**src/rtl/vcg_pkg.sv**
```systemverilog
package vcg_pkg;

    typedef enum logic [2:0] {
        ST_IDLE,
        ST_MASK,
        ST_SCAN,
        ST_GATHER,
        ST_COMPUTE,
        ST_SCATTER,
        ST_DONE
    } vcg_state_e;

    // Width of a counter able to hold values 0..n
    function automatic int cnt_width(input int n);
        return $clog2(n + 1);
    endfunction

endpackage

```
**src/rtl/vcg_index_builder.sv**
```systemverilog
module vcg_index_builder #(
    parameter int N  = 8,
    parameter int W  = 8,
    localparam int IW = $clog2(N),
    localparam int CW = vcg_pkg::cnt_width(N)
) (
    input  logic                   clk,
    input  logic                   rst,
    input  logic                   load,
    input  logic                   step,
    input  logic [N-1:0][W-1:0]    elems,
    output logic [N-1:0]           mask_o,
    output logic [N-1:0][IW-1:0]   idx_o,
    output logic [CW-1:0]          count_o,
    output logic                   last_o
);
    logic [N-1:0]         mask_q;
    logic [N-1:0][IW-1:0] idx_q;
    logic [CW-1:0]        count_q;
    logic [IW-1:0]        ptr_q;
    logic [N-1:0]         nz;

    // Per-element nonzero test
    for (genvar g = 0; g < N; g++) begin : g_nz
        assign nz[g] = |elems[g];
    end

    assign last_o = (ptr_q == IW'(N - 1));

    always_ff @(posedge clk) begin
        if (rst) begin
            mask_q  <= '0;
            idx_q   <= '0;
            count_q <= '0;
            ptr_q   <= '0;
        end else if (load) begin
            mask_q  <= nz;
            count_q <= '0;
            ptr_q   <= '0;
        end else if (step) begin
            if (mask_q[ptr_q]) begin
                idx_q[count_q[IW-1:0]] <= ptr_q;
                count_q                <= count_q + 1'b1;
            end
            if (!last_o) ptr_q <= ptr_q + 1'b1;
        end
    end

    assign mask_o  = mask_q;
    assign idx_o   = idx_q;
    assign count_o = count_q;

    // the count can never pass the vector length
    p_count_bound_r3: assert property (@(posedge clk) disable iff (rst)
        count_q <= CW'(N));

    // each new entry lies above the entry written before it
    p_idx_rising_r4: assert property (@(posedge clk) disable iff (rst)
        (step && mask_q[ptr_q] && count_q != '0)
            |-> idx_q[count_q[IW-1:0] - 1'b1] < ptr_q);

endmodule

```
**src/rtl/vcg_dense_buf.sv**
```systemverilog
module vcg_dense_buf #(
    parameter int N  = 8,
    parameter int W  = 8,
    localparam int IW = $clog2(N),
    localparam int CW = vcg_pkg::cnt_width(N)
) (
    input  logic           clk,
    input  logic           rst,
    input  logic           wr_en,
    input  logic [IW-1:0]  wr_addr,
    input  logic [W-1:0]   wr_data,
    input  logic           add_en,
    input  logic [W-1:0]   add_val,
    input  logic [CW-1:0]  live_cnt,
    input  logic [IW-1:0]  rd_addr,
    output logic [W-1:0]   rd_data
);
    logic [N-1:0][W-1:0] dense_q;

    always_ff @(posedge clk) begin
        if (rst) begin
            dense_q <= '0;
        end else if (wr_en) begin
            dense_q[wr_addr] <= wr_data;
        end else if (add_en) begin
            for (int i = 0; i < N; i++) begin
                if (CW'(i) < live_cnt) dense_q[i] <= dense_q[i] + add_val;
            end
        end
    end

    assign rd_data = dense_q[rd_addr];

    // the add phase only runs on a non-empty compressed vector
    p_add_nonempty_r5: assert property (@(posedge clk) disable iff (rst)
        add_en |-> live_cnt != '0);

endmodule

```
**src/rtl/vcg_compress_unit.sv**
```systemverilog
module vcg_compress_unit #(
    parameter int N  = 8,
    parameter int W  = 8,
    localparam int IW = $clog2(N),
    localparam int CW = vcg_pkg::cnt_width(N)
) (
    input  logic            clk,
    input  logic            rst,
    input  logic            start,
    input  logic [N*W-1:0]  src_flat,
    input  logic [W-1:0]    addend,
    input  logic            dst_we,
    input  logic [IW-1:0]   dst_waddr,
    input  logic [W-1:0]    dst_wdata,
    output logic            busy,
    output logic            done,
    output logic [N-1:0]    mask_o,
    output logic [CW-1:0]   count_o,
    output logic [N*IW-1:0] idx_flat_o,
    output logic [N*W-1:0]  dst_flat_o
);
    import vcg_pkg::*;

    vcg_state_e           state_q;
    logic [N-1:0][W-1:0]  opm_q;
    logic [N-1:0][W-1:0]  dst_q;
    logic [W-1:0]         addend_q;
    logic [CW-1:0]        k_q;

    logic [N-1:0]         mask;
    logic [N-1:0][IW-1:0] idx;
    logic [CW-1:0]        count;
    logic                 scan_last;
    logic [W-1:0]         dense_rd;
    logic                 k_last;

    vcg_index_builder #(.N(N), .W(W)) u_idx (
        .clk     (clk),
        .rst     (rst),
        .load    (state_q == ST_MASK),
        .step    (state_q == ST_SCAN),
        .elems   (opm_q),
        .mask_o  (mask),
        .idx_o   (idx),
        .count_o (count),
        .last_o  (scan_last)
    );

    vcg_dense_buf #(.N(N), .W(W)) u_dense (
        .clk      (clk),
        .rst      (rst),
        .wr_en    (state_q == ST_GATHER),
        .wr_addr  (k_q[IW-1:0]),
        .wr_data  (opm_q[idx[k_q[IW-1:0]]]),
        .add_en   (state_q == ST_COMPUTE),
        .add_val  (addend_q),
        .live_cnt (count),
        .rd_addr  (k_q[IW-1:0]),
        .rd_data  (dense_rd)
    );

    assign k_last = (k_q == count - 1'b1);

    always_ff @(posedge clk) begin
        if (rst) begin
            state_q  <= ST_IDLE;
            opm_q    <= '0;
            dst_q    <= '0;
            addend_q <= '0;
            k_q      <= '0;
        end else begin
            case (state_q)
                ST_IDLE: begin
                    if (start) begin
                        opm_q    <= src_flat;
                        addend_q <= addend;
                        state_q  <= ST_MASK;
                    end else if (dst_we) begin
                        dst_q[dst_waddr] <= dst_wdata;
                    end
                end
                ST_MASK: state_q <= ST_SCAN;
                ST_SCAN: begin
                    k_q <= '0;
                    if (scan_last) state_q <= (mask == '0) ? ST_DONE : ST_GATHER;
                end
                ST_GATHER: begin
                    k_q <= k_q + 1'b1;
                    if (k_last) begin
                        k_q     <= '0;
                        state_q <= ST_COMPUTE;
                    end
                end
                ST_COMPUTE: state_q <= ST_SCATTER;
                ST_SCATTER: begin
                    dst_q[idx[k_q[IW-1:0]]] <= dense_rd;
                    k_q <= k_q + 1'b1;
                    if (k_last) state_q <= ST_DONE;
                end
                ST_DONE: state_q <= ST_IDLE;
                default: state_q <= ST_IDLE;
            endcase
        end
    end

    assign busy       = (state_q != ST_IDLE);
    assign done       = (state_q == ST_DONE);
    assign mask_o     = mask;
    assign count_o    = count;
    assign idx_flat_o = idx;
    assign dst_flat_o = dst_q;

    // at completion the count matches the mask population
    p_count_matches_r3: assert property (@(posedge clk) disable iff (rst)
        done |-> count == CW'($countones(mask)));

    // scatter only ever targets a marked position
    p_scatter_marked_r6: assert property (@(posedge clk) disable iff (rst)
        (state_q == ST_SCATTER) |-> mask[idx[k_q[IW-1:0]]]);

    // gather never starts on an empty mask
    p_gather_nonempty_r8: assert property (@(posedge clk) disable iff (rst)
        (state_q == ST_GATHER) |-> count != '0);

    // outside idle and scatter, the destination store holds still
    p_dst_hold_r9: assert property (@(posedge clk) disable iff (rst)
        (state_q != ST_SCATTER && state_q != ST_IDLE) |=> $stable(dst_q));

    // done lasts a single clock
    p_done_pulse_r10: assert property (@(posedge clk) disable iff (rst)
        done |=> !done);

endmodule

```
**config.mk**
```make
export PLATFORM = sky130hd
export DESIGN_NAME = vcg_compress_unit
export DESIGN_NICKNAME = d
export VERILOG_FILES = /design/src/rtl/vcg_pkg.sv /design/src/rtl/vcg_index_builder.sv /design/src/rtl/vcg_dense_buf.sv /design/src/rtl/vcg_compress_unit.sv
export SDC_FILE = /design/constraint.sdc
export NUM_CORES = 1
export LEC_CHECK = 0
export BUFFER_PORTS_ARGS = -buffer_cell sky130_fd_sc_hd__buf_2
export CORE_MARGIN = 8
export CORE_UTILIZATION = 47
export DETAILED_ROUTE_END_ITERATION = 8
export PLACE_DENSITY = 0.75
export SLEW_MARGIN = 20
export SYNTH_ARGS = -nofsm -noshare
export SYNTH_HDL_FRONTEND = slang
export SYNTH_SLANG_ARGS = --single-unit
export TNS_END_PERCENT = 1
```
**constraint.sdc**
```tcl
create_clock -name clk -period 4.35 [get_ports clk]
set_input_delay 0.435 -clock clk [delete_from_list [all_inputs] [get_ports clk]]
set_output_delay 0.435 -clock clk [all_outputs]
set_load 0.01 [all_outputs]
```
Yosys cells after proc, flatten, opt, wreduce, memory -nomap -nowiden

Cells that the tools add are included.
Widths: inputs -> output; s select.

Bitwise operators: 2
Eq/ne operators: 14
Add/subtract/negate cells: 12
Magnitude comparators: 17
Reduce and logical (&&, ||, !) cells: 41
Divide/modulo/power cells: 0
Multiplexer cells: 41
Multipliers: 0
Shifts and indexed selects: 0

Operators by type and width:

| operator            | number |
|---|---|
| $mux 64             | 4 |
| $bwmux 64           | 3 |
| $pmux 64 s2         | 1 |
| $mux 8              | 13 |
| $demux 8 s3         | 3 |
| $add 8x8->8         | 8 |
| $reduce_or 8->1     | 8 |
| $bmux 8 s3          | 2 |
| $bwmux 24           | 1 |
| $reduce_and 2->1    | 11 |
| $mux 3              | 7 |
| $lt 3x4->1 const B  | 5 |
| $reduce_bool 2->1   | 10 |
| $pmux 3 s6          | 1 |
| $lt 3x4->1 const A  | 4 |
| $eq 3x3->1 const B  | 4 |
| $ge 3x1->1 const B  | 4 |
| $ne 2x2->1 const B  | 6 |
| $pmux 4 s3          | 1 |
| $bmux 3 s3          | 1 |
| $demux 3 s3         | 1 |
| $add 4x1->4 const B | 2 |
| $logic_not 8->1     | 1 |
| $lt 1x4->1 const A  | 2 |
| other kinds (16)    | 24 |

Memory bits (writable): 0
Memories: 0
Word-level logic and storage cells: 165
Bits in latches: 0
Output and inout bits: 102
Register bits: 246
ROM bits: 0

Depth between registers and ports, before layout

Gate-level depths: netlist (run 1).

Depth after elaboration: 8
Mapped depth: 12
Mapped depth without buffers: 9

By module

Synthesis (run 1) repeated with hierarchy kept, for this count alone.

Cells, all modules: 1,758
Area total of the unflattened synthesis: 14,687.8 um^2

By module, submodules not included:

| module            | instances | cells an instance | area an instance (um^2) |
|---|---|---|---|
| vcg_compress_unit | 1         | 889               | 6,989.2 |
| vcg_dense_buf     | 1         | 680               | 5,819.3 |
| vcg_index_builder | 1         | 189               | 1,879.3 |

Worst setup path before layout (run 1)

OpenSTA, ideal clock, no wires.

Kind: flip-flop to flip-flop
From: reg addend_q[1]
To: reg u_dense.dense_q[31] in the netlist's numbering
Path slack: 1.815 ns
Required time: 4.234 ns
Library setup time: 0.116 ns
Arrival time: 2.419 ns
Cell stages (with the launch flop): 8
Path through: dfxtp_1 > ha_1 > a211o_1 > a2111oi_0 > o21bai_1 > xnor2_1 > a21o_1 > a31o_1

Cells in the longest elaborated chain, start to end: 4

RTL lines:

| element                       | line                    | text |
|---|---|---|
| start, declared               | vcg_compress_unit.sv:27 | `logic [W-1:0] addend_q;` |
| start signal, assigned        | vcg_compress_unit.sv:76 | `addend_q <= addend;` |
| $add 8x8->8                   | vcg_dense_buf.sv:27     | `if (CW'(i) < live_cnt) dense_q[i] <= dense_q[i] + add_val;` |
| $mux 8                        | vcg_dense_buf.sv:27     |  |
| $mux 64                       | vcg_dense_buf.sv:25     | `end else if (add_en) begin` |
| $mux 64                       | vcg_dense_buf.sv:23     | `end else if (wr_en) begin` |
| end signal, assigned by index | vcg_dense_buf.sv:24     | `dense_q[wr_addr] <= wr_data;` |
| end signal, assigned by index | vcg_dense_buf.sv:27     |  |
| end, declared                 | vcg_dense_buf.sv:18     | `logic [N-1:0][W-1:0] dense_q;` |

No other way between the ends. The select of a mux whose other input is x is not followed.
A chain may end at the register's enable or synchronous reset.

Worst setup path in the final report (run 1)

From: reg k_q[2]
To: reg dst_q (netlist bit dst_flat_o[17])

Cells in the longest elaborated chain, start to end: 8
Elaborated cells between the ends (all ways): 11

RTL lines:

| element                                                        | line                    | text |
|---|---|---|
| start, declared                                                | vcg_compress_unit.sv:28 | `logic [CW-1:0] k_q;` |
| start signal, assigned                                         | vcg_compress_unit.sv:88 | `k_q <= k_q + 1'b1;` |
| start signal, assigned                                         | vcg_compress_unit.sv:97 | `k_q <= k_q + 1'b1;` |
| $bmux 3 s3                                                     | vcg_compress_unit.sv:96 | `dst_q[idx[k_q[IW-1:0]]] <= dense_rd;` |
| $mux 3 (not written as such)                                   | vcg_compress_unit.sv:96 |  |
| $lt 3x4->1 (not written as such) or $ge 3x1->1 (tied branches) | vcg_compress_unit.sv:96 |  |
| $logic_and 1x1->1 (not written as such)                        | vcg_compress_unit.sv:96 |  |
| $mux 8 (not written as such)                                   | vcg_compress_unit.sv:96 |  |
| $demux 8 s3                                                    | vcg_compress_unit.sv:96 |  |
| $bwmux 64 (*)                                                  | vcg_compress_unit.sv:96 |  |
| $pmux 64 s2 (*)                                                | vcg_compress_unit.sv:72 | `case (state_q)` |
| end signal, assigned by index                                  | vcg_compress_unit.sv:79 | `dst_q[dst_waddr] <= dst_wdata;` |
| end, declared                                                  | vcg_compress_unit.sv:26 | `logic [N-1:0][W-1:0] dst_q;` |

Every way passes the cells marked *; elsewhere a longest branch is shown, timed or not. The select of a mux whose other input is x is not followed.

==> results of run 1 <==
placed cells by master, fill, tap and decap left out, types with 12 or more instances in the layout:
cell type | Yosys | routed
o21ai_0 | 88 | 88
nor4_1 | 28 | 28
clkbuf_16 | 0 | 26
xnor2_1 | 25 | 25
dfxtp_1 | 246 | 245
ha_1 | 63 | 63
nor2_1 | 94 | 94
o22ai_1 | 42 | 42
a22oi_1 | 21 | 21
xor2_1 | 25 | 25
a21o_1 | 22 | 22
nand2_1 | 207 | 206
nand2b_1 | 12 | 12
o21ai_1 | 19 | 19
and2_1 | 15 | 14
inv_1 | 22 | 22
a21oi_1 | 195 | 195
buf_2 | 21 | 187
nand3_1 | 14 | 14
a31oi_1 | 27 | 27
mux2i_1 | 41 | 41
a211oi_1 | 21 | 21
mux4_2 | 30 | 30
nor3_1 | 44 | 44
buf_4 | 0 | 23
tightest hold or removal path, stage by stage:
cell	delay (ns)
buf_2	0.09
nand2_1	0.04
a21oi_1	0.05
area by class of cell:
cell class | count | area [µm²] | share of cell area [%]
flip-flops and latches | 246 | 4930 | 30.5
clock buffers | 37 | 762 | 4.72
repair buffers | 210 | 1110 | 6.87
well taps | 390 | 488 | 3.02
inverters | 23 | 86.3 | 0.535
multi-input cells | 1256 | 8660 | 53.7
clock inverters | 8 | 104 | 0.644
power by group through the flow:
stage	combinational (µW)	sequential, µW	clock [µW]
global placement	1680	2870	0
floorplan	1270	2730	0
CTS	1730	2830	2280
detailed placement	1720	2880	0
global route	1910	2870	2370
finish	1750	2850	2270
flip-flops by register name, summed over array words and instances (netlist names):
name             cells
addend_q             8
dst_flat_o          64
k_q                  4
opm_q               64
state_q              3
u_dense.dense_q     64
u_idx.count_o        4
u_idx.idx_o         24
u_idx.mask_o         8
u_idx.ptr_q          3
Yosys cell counts, types with 9 or more instances:
| library cell | instances |
|---|---|
| a211oi_1 | 21 |
| a21o_1 | 22 |
| a21oi_1 | 195 |
| a221oi_1 | 10 |
| a22oi_1 | 21 |
| a31oi_1 | 27 |
| and2_1 | 15 |
| and3_1 | 10 |
| buf_2 | 21 |
| clkbuf_1 | 87 |
| dfxtp_1 | 246 |
| ha_1 | 63 |
| inv_1 | 22 |
| mux2i_1 | 41 |
| mux2i_4 | 9 |
| mux4_2 | 30 |
| nand2_1 | 207 |
| nand2b_1 | 12 |
| nand3_1 | 14 |
| nand3b_1 | 10 |
| nor2_1 | 94 |
| nor3_1 | 44 |
| nor4_1 | 28 |
| o21a_1 | 10 |
| o21ai_0 | 88 |
| o21ai_1 | 19 |
| o22ai_1 | 42 |
| o32a_1 | 9 |
| xnor2_1 | 25 |
| xor2_1 | 25 |
path summary, 6_finish.rpt:
path,slack (ns),end,cells past startpoint
min reg2reg,0.46,dst_flat_o[58],2
max,0.84,dst_flat_o[17],7
min,0.12,opm_q[14],3
max reg2reg,0.84,dst_flat_o[17],7
kinds of logic after synthesis:
| group | share of synthesized area, % |
|---|---|
| AO/OA/AOI/OAI | 25.0 |
| AND/OR/NAND/NOR | 16.0 |
| flip-flops | 34.8 |
| buffers and inverters | 4.24 |
| multiplexers | 10.2 |
| adder cells (fa/ha/maj) | 6.69 |
| XOR/XNOR | 3.09 |
metrics by stage:
step	setup slack, ns	area (µm²)
detailed placement	0.872	15300
global placement	1.07	15300
floorplan	1.82	14200
finish	0.843	16100
global route	0.539	16100
CTS	0.867	16100
per-layer routing:
layer  vias up  GRT usage (%)  routed length [µm]
li1       6354              -                   -
met2       793           40.4               21500
met3       160           5.05                4680
met1      6550           33.0               19300
met5         -              0                   0
met4         0           12.1                2480
==> run metrics, run 1 <==
Area contributors post-synth dfxtp_1, a21oi_1, ha_1, nand2_1, mux4_2; Fin Hold WS 0.125 ns; Net Sw Power 2390 µW; post-layout util between 50% and 60%; Final Hold Viols 0; layout cell share with drive strength beyond 1 a little under a fifth; final setup fails 0; Max VDD drop between 500 and 600 µV; CTS max path bufs 3; global-route wire length before repair between 70 and 80 mm; Tightest Hold Check Type input port to register; Worst R2R Start k_q[2]; register area share after synthesis between 30% and 40%; type of the worst setup path register to register; crit-path leading delay family compound AO/OA/AOI/OAI gates; post-cts repair resize count 0; row count 63; CP required around 4.8 ns; share of synthesized registers carrying an async set or reset 0%; EDFF count, synth 0; yosys warns 0; Power Density roughly 430 mW/mm²; cells after synthesis between 1500 and 2000; Vias ~14000; Pre-antenna DRT Iters 5; Slowest-stage cell, CP o22ai_2; total track usage about a quarter; Boundary Pins approximately 190; Crit. Startpoint k_q[2]; Max Cap Viol 0; Yosys top cell area share between 30% and 40%; Slew @ Worst Pin ~1.1 ns; post-synthesis register bit count between 200 and 250; drt via density between 6 and 7; Startpoint Class register; Synth Area per Inst between 8 and 9 µm²; initial antenna violation count 0; Clock Pin Slew Worst Setup and Hold Paths about 0.06 ns; largest net degree at the start of global routing 89; largest stage delay on the critical path around 0.66 ns; die area between 0.03 and 0.04 mm²; Worst Path Max Fanout 34; Total Wirelength 47.9 mm; placed insts 2125; Initial Utilization 47.8%; mapped cell area roughly 0.014 mm²; Synth cell types 85; IO buf count between 150 and 200; Post-CTS Setup Bufs 0; non-filler cells, final around 2200; Layout Skew about 0.0092 ns; CTS Root Cell clkbuf_16; Layout fillers 2733; H-tree depth 1; drt drc 0; Flop pwr share between 40% and 50%; Die H roughly 190 µm; Clock Latency Late Sink roughly 0.55 ns; chain of cells forming the critical path buf_4 -> nor2b_1 -> a221oi_2 -> o2111ai_1 -> o22ai_2 -> o221ai_1 -> o211a_1; CTS tree built; Final period util 80.6%; RSZ-0062 raised after global routing no; Buf+Inv Stages, Crit Path 1; crit path DAT roughly 4 ns; remaining global-route overflow 0; vias in the first global route 13400; Final HPWL DP 35.1 mm; nets around 1900; Hold Startpoint src_flat[14]; area leader, netlist dfxtp_1; Worst slew margin between 20% and 30%; TNS Setup 0 ns; Tmin final 3.51 ns; DR WL/cell about 22 µm; DRT iter0 DRCs between 1500 and 2000; Post-CTS Hold Buffers 0; Core ar. 0.0296 mm²; post-route total power slightly below 7000 µW; crit end category register; leak pwr 0.00659 µW; total clock buffers created by CTS 26; Die Wd roughly 190 µm; Routed Antenna Nets 0; Comb power frac ~26%; Area Overhead vs Synth 13.9%; GP Congestion about 0.96; diodes inserted 0; clock tree sinks about 250; Main synth FF type dfxtp_1; max-slew violation count 0; Sw Share 34.8%; Post-Synthesis Net Count 1801; Fmax approximately 290 MHz; Clock power frac ~33%; outcome completed; Pint roughly 4500 µW
(Power assumes the default switching activity.)
==> run 2, diff against run 1 <==
--- a/config.mk
+++ b/config.mk
@@ -9,7 +9,7 @@
 export CORE_MARGIN = 8
 export CORE_UTILIZATION = 47
 export DETAILED_ROUTE_END_ITERATION = 8
-export PLACE_DENSITY = 0.75
+export PLACE_DENSITY = 0.78
 export SLEW_MARGIN = 20
 export SYNTH_ARGS = -nofsm -noshare
 export SYNTH_HDL_FRONTEND = slang
==> constraint.sdc (replaced) <==
create_clock -name clk -period 3.2 [get_ports clk]
set_input_delay 0.32 -clock clk [delete_from_list [all_inputs] [get_ports clk]]
set_output_delay 0.32 -clock clk [all_outputs]
set_load 0.01 [all_outputs]
==> run 2 against run 1 <==
Compared with the run above: core utilization rose by 0.86 points; register-to-register slack got worse by 0.70 ns; sequential share of layout area is 0.47 points lower; total power grew 37%.
==> run metrics, run 2 (synthesis results as in run 1) <==
outcome completed; most frequent cells in the layout dfxtp_1, nand2_1, a21oi_1; largest stage delay on the critical path 0.70 ns (+0.04 ns); Die H 190 µm (unchanged); total clock buffers created by CTS 26 (unchanged); CTS max path bufs 3 (unchanged); final setup fails 0 (unchanged); crit-path leading delay family compound AO/OA/AOI/OAI gates; Slew @ Worst Pin 1.04 ns (-0.0488 ns); Die Wd 190 µm (unchanged); leading cell type in the layout, fill and taps excluded dfxtp_1; drt via density 6.34 (-0.73%); vias in the first global route 13366 (-0.25%); final worst slack 0.143 ns (-0.700 ns); max-slew violation count 0 (unchanged); DRT iter0 DRCs 1689 (+2.0%); Post-CTS Hold Buffers 0 (unchanged); Worst Path Max Fanout 11 (-68%); Worst Hold Path EP opm_q[17]; largest net degree at the start of global routing 89 (unchanged); drt drc 0 (unchanged); Core ar. 0.0296 mm² (unchanged); Fmax 327 MHz (+15%); initial antenna violation count 1 (+1); clock tree sinks 246 (unchanged); CP required 3.67 ns (-1.11 ns); IO buf count 188 (unchanged); Slowest-stage cell, CP a221oi_2; Buf+Inv Stages, Crit Path 1 (unchanged); crit path DAT 3.52 ns (-0.42 ns); nets 1953 (+1.7%); Worst slew margin 30.4% (+3.7 points); Final period util 95.5% (+15 points); Clock Pin Slew Worst Setup and Hold Paths 0.06 ns (about the same); Final HPWL DP 35.2 mm (+0.27%); die area 0.0360 mm² (unchanged); Worst R2R Start k_q[2]; total track usage 25.6% (+0.066 points); global routing usage on met3 4.78% (-0.27 points); Max Cap Viol 0 (unchanged); layout cell share with drive strength beyond 1 19.5% (+1.2 points); crit end category register; Boundary Pins 189 (unchanged); Startpoint Class register; global route hottest layer met2; Initial Utilization 47.8% (unchanged); Area Overhead vs Synth 15.7%; post-place setup slack -0.179 ns (-1.05 ns); Reg2Reg Depth 7 (unchanged); Hold Startpoint src_flat[17]; Pre-antenna DRT Iters 5 (unchanged); remaining global-route overflow 0 (unchanged); diodes inserted 0 (unchanged); chain of cells forming the critical path mux2_2 -> a221oi_2 -> o2111ai_1 -> o22ai_2 -> buf_4 -> o21ai_1 -> a21oi_1; Max VDD drop 794 µV (+47%); Routed Antenna Nets 0 (unchanged); Power Density 574 mW/mm² (+35%); GP Congestion 0.960 (+0.27%); Clock Latency Late Sink 0.54 ns (about the same); reg2reg setup slack 0.14 ns (-0.70 ns); placed instance area 0.0155 mm² (+1.4%); Levels on crit path 7 (unchanged); row count 63 (unchanged); H-tree depth 1 (unchanged); Vias 13958 (+0.73%); Hold Path Stages 3 (unchanged); leak pwr 0.00675 µW (+2.5%); type of the worst setup path register to register; grt met2 use 40.4% (+0.041 points); met1 usage 34.0% (+0.91 points); Total Wirelength 48.3 mm (+0.88%); Tmin final 3.06 ns (-0.450 ns); TNS Setup 0 ns (unchanged); CTS Root Cell clkbuf_16; post-layout util 55.3% (+0.86 points); global-route wire length before repair 74.9 mm (+0.29%); CTS tree built; DR WL/cell 21.9 µm (-0.58%); Layout Skew 0.0116 ns (+0.00236 ns); Final Hold Viols 0 (unchanged); reg2reg end dst_flat_o[6]; RSZ-0062 raised after global routing no; post-route cell area 0.0164 mm² (+1.6%); Tightest Hold Check Type input port to register
==> run 2: layer usage <==
metal	wire, µm	part of all wire, %	vias to the layer above
met5	0	0	-
met4	2070	4.3	0
met3	4530	9.4	127
met2	22000	45	803
met1	19800	41	6595
li1	-	-	6433
==> run 2: how the worst max path moves through the flow <==
stage,start,to,slack (ns)
2_1_floorplan,addend_q[1],u_dense.dense_q[31],0.67
3_3_place_gp,k_q[2],dst_flat_o[6],-0.06
3_5_place_dp,k_q[2],dst_flat_o[6],-0.18
4_1_cts,k_q[2],dst_flat_o[61],0.13
5_1_grt,k_q[2],dst_flat_o[59],0.008
6_report,k_q[2],dst_flat_o[6],0.14
==> run 2: final cells by class <==
cell class	count	area, µm²
Clock buffer	38	747
Clock inverter	7	114
Fill cell	2721	13300
Inverter	23	86.3
Multi-Input combinational cell	1256	8650
Sequential cell	246	4930
Tap cell	390	488
Timing Repair Buffer	242	1370
==> run 2: timing repair <==
action | CTS | global route
setup buffers | 2 | 4
setup endpoints to repair | 8 | 7
endpoints found under the hold margin | 0 | 0
pin swaps | 0 | 1
resized for setup | 0 | 0
==> run 2: power by group <==
part / total [µW] / switching (µW) / leakage, µW / internal (µW)
Sequential: 3820 / 440 / 0.00200 / 3380
Combinational: 2480 / 1540 / 0.00433 / 944
Clock: 3110 / 1250 / 0.000422 / 1850
==> run 2: stage by stage <==
stage / instances / power (µW) / hold WS [ns]
2_1_floorplan: 1643 / 5430 / 0.446
3_3_place_gp: 2151 / 6210 / 0.447
3_5_place_dp: 2151 / 6280 / 0.454
4_1_cts: 2198 / 9360 / 0.00836
5_1_grt: 2202 / 9820 / 0.0222
6_report: 2202 / 9410 / 0.0153
==> run 2: worst reg2reg max path: cells and delay by family, from the launching register on <==
family | cells | cell delay (ns)
multiplexers | 1 | 0.38
buffers and inverters | 1 | 0.23
flip-flops | 1 | 0.46
AO/OA/AOI/OAI | 5 | 1.93
==> run 3, diff against run 2 <==
--- a/config.mk
+++ b/config.mk
@@ -7,9 +7,10 @@
 export LEC_CHECK = 0
 export BUFFER_PORTS_ARGS = -buffer_cell sky130_fd_sc_hd__buf_2
 export CORE_MARGIN = 8
-export CORE_UTILIZATION = 47
+export CORE_UTILIZATION = 40
 export DETAILED_ROUTE_END_ITERATION = 8
-export PLACE_DENSITY = 0.78
+export PLACE_DENSITY = 0.69
+export REMOVE_ABC_BUFFERS = 1
 export SLEW_MARGIN = 20
 export SYNTH_ARGS = -nofsm -noshare
 export SYNTH_HDL_FRONTEND = slang
==> run 3 against run 2 <==
Compared with the run above: non-clock buffer count is the same; clock-buffer cell count shrank 3; sequential share of layout area shrank 0.32 points; largest cell class unchanged; largest power group unchanged; highest routed layer unchanged.
==> run metrics, run 3 (synthesis results as in run 1) <==
max-slew violation count 0 (unchanged); drt drc 0 (unchanged); Comb power frac 27.2% (+0.8 points); reg2reg end u_dense.dense_q[51]; CP Capture Point u_dense.dense_q[51]; Max VDD drop 411 µV (-48%); post-place setup slack 0.131 ns (+0.310 ns); CP required 3.65 ns (-0.02 ns); Pint 6220 µW (+0.72%); placed instance area 0.0156 mm² (+0.86%); H-tree depth 1 (unchanged); Pre-antenna DRT Iters 5 (unchanged); leading cell type in the layout, fill and taps excluded dfxtp_1; Routed Antenna Nets 0 (unchanged); Die H 204 µm (+7.7%); leak pwr 0.00678 µW (+0.39%); Tmin final 3.04 ns (-0.0178 ns); clock tree sinks 246 (unchanged); type of the worst setup path register to register; layout cell share with drive strength beyond 1 20.1% (+0.54 points); Post-CTS Setup Bufs 0 (-2); drt via density 6.09 (-4.0%); Max Cap Viol 0 (unchanged); crit end category register; Sw Share 35.0% (+0.66 points); Layout Skew 0.0108 ns (-0.000766 ns); reg2reg setup slack 0.16 ns (+0.02 ns); Tightest Hold Check Type input port to register; die area 0.0417 mm² (+16%); DR WL/cell 21.9 µm (about the same); Final period util 95.0% (-0.56 points); Reg2Reg Depth 6 (-1); Startpoint Class register; Worst R2R Start k_q[0]; CTS Root Cell clkbuf_16; vias in the first global route 13636 (+2.0%); remaining global-route overflow 0 (unchanged); Clock Pin Slew Worst Setup and Hold Paths 0.07 ns (about the same); Clock power frac 33.4% (+0.4 points); Final HPWL DP 36.4 mm (+3.7%); largest net degree at the start of global routing 89 (unchanged); IO buf count 188 (unchanged); nets 1954 (+0.051%); Clock Latency Late Sink 0.55 ns (about the same); Vias 13851 (-0.77%); post-route cell area 0.0166 mm² (+1.1%); global-route wire length before repair 77.3 mm (+3.2%); Flop pwr share 39.5% (-1.1 points); Initial Utilization 40.2% (-7.6 points); Total Wirelength 49.9 mm (+3.3%); initial antenna violation count 1 (unchanged); outcome completed; CTS tree built; final worst slack 0.161 ns (+0.0178 ns); RSZ-0062 raised after global routing yes; Die Wd 204 µm (+7.7%); Power Density 578 mW/mm² (+0.63%); total track usage 23.0% (-2.6 points); Worst Path Max Fanout 18 (+7); final setup fails 0 (unchanged); CTS max path bufs 3 (unchanged); crit path DAT 3.49 ns (-0.03 ns); GP Congestion 0.905 (-5.7%); Final Hold Viols 0 (unchanged); most frequent cells in the layout dfxtp_1, nand2_1, a21oi_1; Net Sw Power 3350 µW (+3.7%); total clock buffers created by CTS 27 (+3.8%); Crit. Startpoint k_q[0]; post-route total power 9570 µW (+1.7%); Fmax 329 MHz (+0.59%); Boundary Pins 189 (unchanged); Worst slew margin 35.2% (+4.8 points); Core ar. 0.0352 mm² (+19%); Slew @ Worst Pin 0.971 ns (-0.0723 ns); DRT iter0 DRCs 1269 (-25%); Area Overhead vs Synth 16.9%; row count 69 (+9.5%)
## run 3: cell count changes in the layout (fill, tap and decap cells not counted), sizes merged
cell / previous run / this run
clkinvlp: 0 / 3
diode: 0 / 1
clkbuf: 38 / 35
dlygate4sd3: 0 / 2
buf: 242 / 240
bufinv: 3 / 2
clkinv: 3 / 5
## run 3: metrics by stage
stage | hold WS, ns | setup TNS (ns) | cells | util [%]
after floorplan | 0.389 | -23.37 | 1525 | -
after global placement | 0.448 | 0 | 2226 | 44.3
after detailed placement | 0.445 | 0 | 2226 | 44.3
after CTS | 0.000763 | 0 | 2274 | 46.9
after global routing | 0.00853 | -0.0274 | 2274 | 47.0
final | 0.00957 | 0 | 2275 | 47.0
## run 3: power groups by stage
stage          logic (µW)  clock network, µW  registers, µW
3_5_place_dp         2540                  0           3840
2_1_floorplan        1510                  0           3790
6_report             2600               3190           3780
5_1_grt              2830               3350           3810
3_3_place_gp         2490                  0           3820
4_1_cts              2560               3210           3770
## run 3: worst min-delay path by stage
stage / startpoint / end / slack, ns / cells after the start
5_1_grt: src_flat[37] / opm_q[37] / 0.009 / 3
4_1_cts: src_flat[37] / opm_q[37] / 0.0008 / 3
3_5_place_dp: dst_flat_o[57] / dst_flat_o[57] / 0.44 / 2
6_report: addend[4] / addend_q[4] / 0.01 / 3
3_3_place_gp: dst_flat_o[60] / dst_flat_o[60] / 0.45 / 2
2_1_floorplan: rst / addend_q[0] / 0.39 / 1
## run 3: metal layers
metal  track usage (%)  part of all wire [%]  wire, µm  up-vias
met5                 0                     0         0        -
met3              3.95                   7.9      3960      167
met4              11.6                   5.1      2560        0
met2              37.3                    46     23100      702
met1              29.1                    41     20300     6553
li1                  -                     -         -     6429
## run 3: worst max-delay path, cell delays in order, from the launching register on
cell and delay [ns]:
dfxtp_2 0.58, mux2i_1 0.27, mux4_2 0.67, mux4_2 0.62, mux2i_4 0.47, o21ai_2 0.12
a31o_1 0.19
## run 3: area by class of cell
| cell class | count | area [µm²] |
|---|---|---|
| well taps | 461 | 577 |
| multi-input cells | 1256 | 8690 |
| repair buffers | 242 | 1390 |
| flip-flops and latches | 246 | 4930 |
| inverters | 23 | 86.3 |
| clock inverters | 11 | 124 |
| fillers | 3411 | 18700 |
| diodes | 1 | 2.50 |
| clock buffers | 35 | 776 |
## run 3: timing repair
item                                    4_1_cts  5_1_grt
endpoints found under the setup margin        0       18
resized for setup                             0        5
hold endpoints to repair                      2        0
hold buffers                                  2        0
